**src/rtl/duty_pwm_gen_pkg.sv**
```systemverilog
package duty_pwm_gen_pkg;

  // How a sampled code pair turns into an on-time.
  typedef enum logic [1:0] {
    DUTY_ZERO = 2'd0,
    DUTY_FULL = 2'd1,
    DUTY_DIV  = 2'd2
  } duty_kind_e;

  // The minimum-code clamp wins over the full-on clamp; only a reference
  // strictly below the supply needs the divider.
  function automatic duty_kind_e classify_duty(input int unsigned r,
                                               input int unsigned s,
                                               input int unsigned rmin);
    if (r < rmin)  return DUTY_ZERO;
    if (r >= s)    return DUTY_FULL;
    return DUTY_DIV;
  endfunction

endpackage

```
**src/rtl/pwmgen_carrier.sv**
```systemverilog
module pwmgen_carrier #(
  parameter int PERIOD = 2000,
  localparam int CNT_W = $clog2(PERIOD + 1)
) (
  input  logic             clk,
  input  logic             rst_n,
  input  logic             en,
  output logic [CNT_W-1:0] cnt_o,
  output logic             start_o,
  output logic             last_o
);

  localparam logic [CNT_W-1:0] LAST = CNT_W'(PERIOD - 1);

  logic [CNT_W-1:0] cnt_q;

  always_ff @(posedge clk or negedge rst_n) begin
    if (!rst_n) begin
      cnt_q <= '0;
    end else if (!en) begin
      cnt_q <= '0;
    end else if (cnt_q == LAST) begin
      cnt_q <= '0;
    end else begin
      cnt_q <= cnt_q + 1'b1;
    end
  end

  assign cnt_o   = cnt_q;
  assign start_o = en && (cnt_q == '0);
  assign last_o  = en && (cnt_q == LAST);

endmodule

```
**src/rtl/pwmgen_classify.sv**
```systemverilog
module pwmgen_classify
  import duty_pwm_gen_pkg::*;
#(
  parameter int          CODE_W  = 10,
  parameter int unsigned REF_MIN = 256
) (
  input  logic [CODE_W-1:0] ref_i,
  input  logic [CODE_W-1:0] sup_i,
  output duty_kind_e        kind_o
);

  always_comb begin
    kind_o = classify_duty(32'(ref_i), 32'(sup_i), REF_MIN);
  end

endmodule

```
**src/rtl/pwmgen_seqdiv.sv**
```systemverilog
module pwmgen_seqdiv #(
  parameter int NUM_W = 21,
  parameter int DEN_W = 10,
  parameter int Q_W   = 11,
  localparam int ITER_W = $clog2(NUM_W + 1)
) (
  input  logic             clk,
  input  logic             rst_n,
  input  logic             start_i,
  input  logic [NUM_W-1:0] num_i,
  input  logic [DEN_W-1:0] den_i,
  output logic             busy_o,
  output logic [Q_W-1:0]   quo_o
);

  logic [NUM_W-1:0]  num_q;   // dividend bits shift out, quotient bits shift in
  logic [DEN_W-1:0]  den_q;
  logic [DEN_W:0]    rem_q;
  logic [ITER_W-1:0] iter_q;

  logic [DEN_W:0]    rem_shift;
  logic              take;
  logic [DEN_W:0]    rem_next;

  always_comb begin
    rem_shift = {rem_q[DEN_W-1:0], num_q[NUM_W-1]};
    take      = (rem_shift >= {1'b0, den_q});
    rem_next  = take ? (rem_shift - {1'b0, den_q}) : rem_shift;
  end

  always_ff @(posedge clk or negedge rst_n) begin
    if (!rst_n) begin
      num_q  <= '0;
      den_q  <= '0;
      rem_q  <= '0;
      iter_q <= '0;
    end else if (start_i) begin
      num_q  <= num_i;
      den_q  <= den_i;
      rem_q  <= '0;
      iter_q <= ITER_W'(NUM_W);
    end else if (iter_q != '0) begin
      num_q  <= {num_q[NUM_W-2:0], take};
      rem_q  <= rem_next;
      iter_q <= iter_q - 1'b1;
    end
  end

  // The quotient is below PERIOD whenever it is used, so the high bits are zero.
  logic unused_quo_hi;
  assign unused_quo_hi = ^num_q[NUM_W-1:Q_W];

  assign busy_o = (iter_q != '0);
  assign quo_o  = num_q[Q_W-1:0];

endmodule

```
**src/rtl/duty_pwm_gen.sv**
```systemverilog
module duty_pwm_gen
  import duty_pwm_gen_pkg::*;
#(
  parameter int          CODE_W  = 10,
  parameter int          PERIOD  = 2000,
  parameter int unsigned REF_MIN = 256,
  localparam int CNT_W = $clog2(PERIOD + 1),
  localparam int NUM_W = CODE_W + CNT_W
) (
  input  logic              clk,
  input  logic              rst_n,
  input  logic              en,
  input  logic [CODE_W-1:0] ref_code,
  input  logic [CODE_W-1:0] sup_code,
  output logic              pwm_low
);

  // Named internal events, visible to the bound checker.
  logic [CNT_W-1:0] cnt;
  logic             period_start;
  logic             period_last;
  logic             div_busy;
  logic [CNT_W-1:0] div_quo;
  logic [CNT_W-1:0] on_len_q;

  duty_kind_e       kind_now;
  duty_kind_e       kind_q;
  logic [NUM_W-1:0] dividend;
  logic             pwm_q;

  pwmgen_carrier #(.PERIOD(PERIOD)) u_carrier (
    .clk     (clk),
    .rst_n   (rst_n),
    .en      (en),
    .cnt_o   (cnt),
    .start_o (period_start),
    .last_o  (period_last)
  );

  pwmgen_classify #(.CODE_W(CODE_W), .REF_MIN(REF_MIN)) u_classify (
    .ref_i  (ref_code),
    .sup_i  (sup_code),
    .kind_o (kind_now)
  );

  assign dividend = NUM_W'(ref_code) * NUM_W'(PERIOD);

  pwmgen_seqdiv #(.NUM_W(NUM_W), .DEN_W(CODE_W), .Q_W(CNT_W)) u_div (
    .clk     (clk),
    .rst_n   (rst_n),
    .start_i (period_start),
    .num_i   (dividend),
    .den_i   (sup_code),
    .busy_o  (div_busy),
    .quo_o   (div_quo)
  );

  // Snapshot the clamp decision together with the divider operands.
  always_ff @(posedge clk or negedge rst_n) begin
    if (!rst_n) begin
      kind_q <= DUTY_ZERO;
    end else if (period_start) begin
      kind_q <= kind_now;
    end
  end

  // On-time changes only at a period boundary.
  always_ff @(posedge clk or negedge rst_n) begin
    if (!rst_n) begin
      on_len_q <= '0;
    end else if (!en) begin
      on_len_q <= '0;
    end else if (period_last) begin
      unique case (kind_q)
        DUTY_FULL: on_len_q <= CNT_W'(PERIOD);
        DUTY_DIV:  on_len_q <= div_quo;
        default:   on_len_q <= '0;
      endcase
    end
  end

  always_ff @(posedge clk or negedge rst_n) begin
    if (!rst_n) begin
      pwm_q <= 1'b0;
    end else begin
      pwm_q <= en && (cnt < on_len_q);
    end
  end

  assign pwm_low = pwm_q;

endmodule

```
**config.mk**
```make
export PLATFORM = sky130hd
export DESIGN_NAME = duty_pwm_gen
export DESIGN_NICKNAME = d
export VERILOG_FILES = /design/src/rtl/duty_pwm_gen_pkg.sv /design/src/rtl/pwmgen_carrier.sv /design/src/rtl/pwmgen_classify.sv /design/src/rtl/pwmgen_seqdiv.sv /design/src/rtl/duty_pwm_gen.sv
export SDC_FILE = /design/constraint.sdc
export NUM_CORES = 1
export LEC_CHECK = 0
export ABC_AREA = 1
export BUFFER_PORTS_ARGS = -buffer_cell sky130_fd_sc_hd__buf_2
export CORE_ASPECT_RATIO = 1.5
export CORE_MARGIN = 2
export CORE_UTILIZATION = 33
export CTS_CLUSTER_DIAMETER = 40
export DETAILED_ROUTE_END_ITERATION = 6
export PLACE_DENSITY_LB_ADDON = 0.15
export SYNTH_ARGS = -nofsm -noshare
export SYNTH_HDL_FRONTEND = slang
export SYNTH_SLANG_ARGS = --single-unit
```
**constraint.sdc**
```tcl
create_clock -name clk -period 2.4 [get_ports clk]
set_input_delay 0.48 -clock clk [delete_from_list [all_inputs] [get_ports clk]]
set_output_delay 0.48 -clock clk [all_outputs]
set_load 0.02 [all_outputs]
```
# ---- Word-level counts from Yosys, hierarchy flattened
# Cells that the tools add are included.
dict set report classes {
  addsub 3
  n_mul 1
  n_lt_le_gt_ge 4
  eq_ne 4
  n_mux 19
  n_reduce_logical 6
}
# operator n
set ops {}
lappend ops {{two-way mux 11 bit} 4}
lappend ops {{two-way mux 21 bit} 2}
lappend ops {{two-way mux 10 bit} 3}
lappend ops {{one-hot mux 11 bit (2 select lines)} 1}
lappend ops {{multiplier 10 x 7 -> 17 bit, second input constant} 1}
lappend ops {{adder 11 x 1 -> 11 bit, second input constant} 1}
lappend ops {{== test 11 bit, second input constant} 1}
lappend ops {{greater-or-equal comparator 11 x 10 -> 1 bit} 1}
lappend ops {{logical NOT 11 bit} 1}
lappend ops {{< comparator 11 bit} 1}
lappend ops {{greater-or-equal comparator 10 bit} 1}
lappend ops {{< comparator 10 x 9 -> 1 bit, second input constant} 1}
lappend ops {{two-way mux 5 bit} 2}
lappend ops {{subtractor 10 bit} 1}
lappend ops {{two-way mux 2 bit} 4}
lappend ops {{nonzero test 5 bit} 1}
lappend ops {{subtractor 5 x 1 -> 5 bit, second input constant} 1}
lappend ops {{logical AND 1 bit} 3}
lappend ops {{two-way mux 1 bit} 3}
lappend ops {{== test 2 x 1 -> 1 bit, second input constant} 1}
lappend ops {{== test 2 bit, second input constant} 1}
lappend ops {{inequality test 2 x 1 -> 1 bit, second input constant} 1}
lappend ops {{nonzero test 2 bit} 1}
dict set report totals {
  ff_bits 71
  input_bits 23
}

# ---- Longest topological paths before layout
dict set report depth {
  ltp_word 5
  ltp_mapped 17
  ltp_nobuf 17
}

# ---- Hierarchy
# A second synthesis with hierarchy kept.
dict set report hier_totals {
  cells_unflattened 811
  area_unflattened_um2 6376.1
}
# mod n_inst cells_per_inst area_each_um2 seq_area_each_um2
set by_module_without_submodules {}
lappend by_module_without_submodules {pwmgen_seqdiv 1 344 2753.9 1151.1}
lappend by_module_without_submodules {duty_pwm_gen 1 337 2686.3 350.3}
lappend by_module_without_submodules {pwmgen_carrier 1 79 645.6 275.3}
lappend by_module_without_submodules {pwmgen_classify 1 51 290.3 0.0}

# ---- Worst setup path before layout
# OpenSTA, ideal clock, no wires.
dict set report synth_timing {
  path_kind {input to register}
  from {in ref_code[5]}
  to {reg u_div.num_q[20]}
  t_arrival_ps 3573
  required_time_ps 2283
  slack_ps -1291
  path_stages 13
  path_buffers 0
  path_cell_list {inv_1 -> fa_1 -> fa_1 -> fa_1 -> fa_1 -> inv_1 -> ha_1 -> a21oi_1 -> o21ai_0 -> a21oi_1 -> nand3_1 -> nand3_1 -> nand2_1}
}
dict set report synth_between {
  elab_chain_cells 2
}
# item line
set synth_lines {}
lappend synth_lines {{from (decl)} duty_pwm_gen.sv:13} ;# input logic [CODE_W-1:0] ref_code,
lappend synth_lines {{multiplier 10 x 7 -> 17 bit} duty_pwm_gen.sv:46} ;# assign dividend = NUM_W'(ref_code) * NUM_W'(PERIOD);
lappend synth_lines {{two-way mux 21 bit} pwmgen_seqdiv.sv:37} ;# end else if (start_i) begin
lappend synth_lines {{to (signal assigned)} pwmgen_seqdiv.sv:38} ;# num_q <= num_i;
lappend synth_lines {{to (signal assigned)} pwmgen_seqdiv.sv:43} ;# num_q <= {num_q[NUM_W-2:0], take};
lappend synth_lines {{to (decl)} pwmgen_seqdiv.sv:16} ;# logic [NUM_W-1:0] num_q;
# Every way passes these cells.
# A chain may end at the register's enable or synchronous reset.

# ---- Worst setup path after layout
dict set report layout_timing {
  from {in ref_code[3]}
  to {reg u_div.num_q[20]}
}
# Same word-level chain as after synthesis.

==> results.yml <==
critical_path:
  path_cells: "buf_8 > clkinvlp_4 > fa_1 > fa_1 > fa_1 > fa_1 > inv_2 > ha_4 > nand2_4 > inv_2 > nand2_2 > nand2_4 > nand3_2 > nand2_1 > nand2_1 > nand3_2 > nand2_1"
  crit_path_end_kind: "register"
  path_common_cell: "fa_1"
  start_kind: "input port"
  crit_buf_inv: 4
  crit_path_max_incr_delay_ps: 540
  reg2regPathDepth: 10
  regToRegSetupSlack_ps: 330
  slowest_stage: "fa_1"
  worstPathMaxFanout: 4
  reg2reg_to: "u_div.rem_q[8]$_DFFE_PN0P_"
  path_class: "input port to register"
  critPathTopFamily: "adder cells"
  worstReg2RegStart: "u_div.rem_q[5]$_DFFE_PN0P_"
  required_ps: 2640
  crit_arrival_ps: 3650
clock_tree:
  ctsHoldBuffers: 0
  htreeDepth: 3
  cts_buffer_depth: 2
  numCtsBuffers: 9
  clk_latency_ps: 350
  cts.sinks: 71
  cts_tree: "yes"
  clockRootBuffer: "clkbuf_16"
  clk_pin_slew_ps: 70
grt:
  gr-usage-met3_pct: 2.88
  grt-ovfl-total: 0
  grt_max_degree: 72
  grtUsageMet2_pct: 31.8
  grt_use_met1_pct: 19.4
  track_usage_pct: 17.1
  gr-max-usage-layer: "met2"
  grt_pass1_vias: 5574
  grt_pass1_wl_mm: 26.3
  antenna_found_initial: 0
cells_and_area:
  final_layout_size_suffix_gt1_share_pct: 22.1
  num-fill-cells: 1799
  diodes: 0
  syn_to_final_growth_pct: 26.8
  final_nets: 989
  final_core_util_pct: 42.8
  layout.cells.non_filler: 1078
logic_synthesis:
  yosysTopAreaCellShare_pct: 29.3
  synth_top_cell_by_area: "dfrtp_1"
  synth_edf_count: 0
  yosysWarnings: 0
  netlist_area_sq_um: 6060
  synthTopCellsByArea: "dfrtp_1 (29%), ha_1 (17%), nand2_1 (11%)"
  synth_top_family_by_area: "adder cells"
  syn_inst: 776
  yosys.area_share.simple_pct: 23.8
  synthMuxAreaShare_pct: 0
  yosysUniqueCellTypes: 35
  synthArstFlopShare_pct: 100
  synthFlopType: "dfrtp_1"
  synth_xor_area_share_pct: 1.30
  syn_avg_cell_area_sq_um: 7.81
  seq_area_frac_synth_pct: 29.3
  synth_fa_ha_area_share_pct: 26.4
  synth.ff_latch_count: 71
  yosys-top-cells-count: "nand2_1 (178), inv_1 (139), ha_1 (80)"
  synth_most_common_cell: "nand2_1"
  synth_compound_gate_area_share_pct: 8.83
  syn_nets: 909
floorplanning:
  rows: 60
  die_height_um: 170
  num_io_pins: 24
  die_area_sq_um: 19500
  die_w_um: 115
  start_util_pct: 33.8
  core-area_sq_um: 17900
route:
  drcViolationCount: 0
  routed_wirelength_mm: 15.7
  vias: 5289
  drt_iter0_markers: 338
  drt_pass1_iterations: 4
  detail-route-antenna-nets: 0
  via_per_inst: 4.91
  wl_per_cell_um: 14.5
sta:
  finalHoldViolations: 0
  grt_setup_unrepaired: "yes"
  fmax_mhz: 293
  tns_ps: -10570
  min_period_ps: 3410
  setup_violations: 12
  clock_skew_ps: 14.5
  tightest_slew_ps: 614
  slew-limit-headroom_pct: 59.0
  slew_violations: 0
  layout_setup_ws_ps: -1010
  timing.final.crit_share_pct: 142
pwr:
  p_total_mw: 8.75
  combinationalPowerShare_pct: 64.4
  switchingPower_mw: 3.99
  p_int_mw: 4.76
  p_seq_share_pct: 20.3
  peakVddDrop_uv: 872
  power_frac_clock_pct: 15.2
  p_leak_nw: 3.88
  powerDensity_nw_per_um2: 1140
  power_switching_share_pct: 45.6
placed_design:
  post-place-ws_ps: -1490
  port-buffer-count: 23
  post-dp-hpwl_mm: 12.3
  gp_congestion: 0.858
  placed_cells: 1051
hold_path:
  hold_path.class: "input port to async pin"
status:
  violations: "setup timing"
  status: "finished with violations"
job:
  maxCapViolCount: 0
-- cells by family after synthesis --
| kind of cell | count (synthesis) |
|---|---|
| compound gates | 98 |
| xor+xnor | 9 |
| fa+ha+maj | 110 |
| buf+inv | 158 |
| flops | 71 |
| simple gates | 330 |
-- routing by layer --
layer	routed length [um]	share of wire, %
met5	0	0
met4	267	1.7
met3	261	1.7
met2	8580	55
met1	6570	42
-- what timing repair did --
action	4_1_cts	5_1_grt
buffers inserted	6	8
endpoints found under the setup margin	12	12
pin swaps	31	30
resized for setup	60	37
-- state kept, by name (all words and copies together), names as in the netlist --
signal and flops:
u_div.rem_q 10, on_len_q 11, kind_q 2, u_carrier.cnt_o 11, u_div.iter_q 5, u_div.num_q 21, pwm_low 1, u_div.den_q 10
-- worst max path at each step --
stage	startpoint	end	slack [ps]	depth (start not counted)
final	ref_code[3]	u_div.num_q[20]$_DFFE_PN0P_	-1010	17
after global routing	ref_code[3]	u_div.num_q[14]$_DFFE_PN0P_	-1140	15
after CTS	ref_code[3]	u_div.num_q[20]$_DFFE_PN0P_	-1010	17
after detailed placement	ref_code[5]	u_div.num_q[20]$_DFFE_PN0P_	-1490	14
after global placement	ref_code[4]	u_div.num_q[17]$_DFFE_PN0P_	-1420	17
after floorplan	ref_code[5]	u_div.num_q[20]$_DFFE_PN0P_	-1110	13
-- layout make-up --
class / instances / area, sq um / share of cell area (%)
flip-flops and latches: 71 / 1780 / 23.1
multi-input cells: 547 / 4110 / 53.5
inverters: 144 / 557 / 7.24
well taps: 217 / 272 / 3.53
clock inverters: 7 / 71.3 / 0.928
clock buffers: 9 / 225 / 2.93
repair buffers: 83 / 674 / 8.77
-- placed cells by master (no fill, tap or decap), types with 7 or more instances in the layout --
| master | instances |
|---|---|
| a21oi_1 | 26 |
| a21oi_2 | 8 |
| buf_2 | 18 |
| buf_4 | 47 |
| buf_6 | 13 |
| clkbuf_16 | 9 |
| dfrtp_1 | 71 |
| fa_1 | 29 |
| ha_1 | 66 |
| ha_4 | 14 |
| inv_1 | 125 |
| inv_2 | 14 |
| nand2_1 | 164 |
| nand2_2 | 8 |
| nand2_4 | 7 |
| nand3_1 | 57 |
| nand3_2 | 8 |
| nand4_1 | 18 |
| nor2_1 | 42 |
| nor3_1 | 8 |
| o21ai_0 | 23 |
| o21ai_1 | 7 |
| o22ai_1 | 9 |
-- power by group through the flow --
stage               clock network, mW  logic (mW)  registers [mW]
CTS                              1.37        5.19            1.78
floorplan                           0        3.23            1.73
finish                           1.33        5.64            1.78
global route                     1.44        6.32            1.83
global placement                    0        4.54            1.79
detailed placement                  0        4.57            1.80
-- metrics by stage --
stage | hold slack [ps] | area (sq um)
3_3_place_gp | 470 | 6900
6_report | 159 | 7690
3_5_place_dp | 475 | 6900
2_1_floorplan | 184 | 6200
4_1_cts | 170 | 7470
5_1_grt | 181 | 7690
No activity file was read; power rests on OpenSTA's default activity.
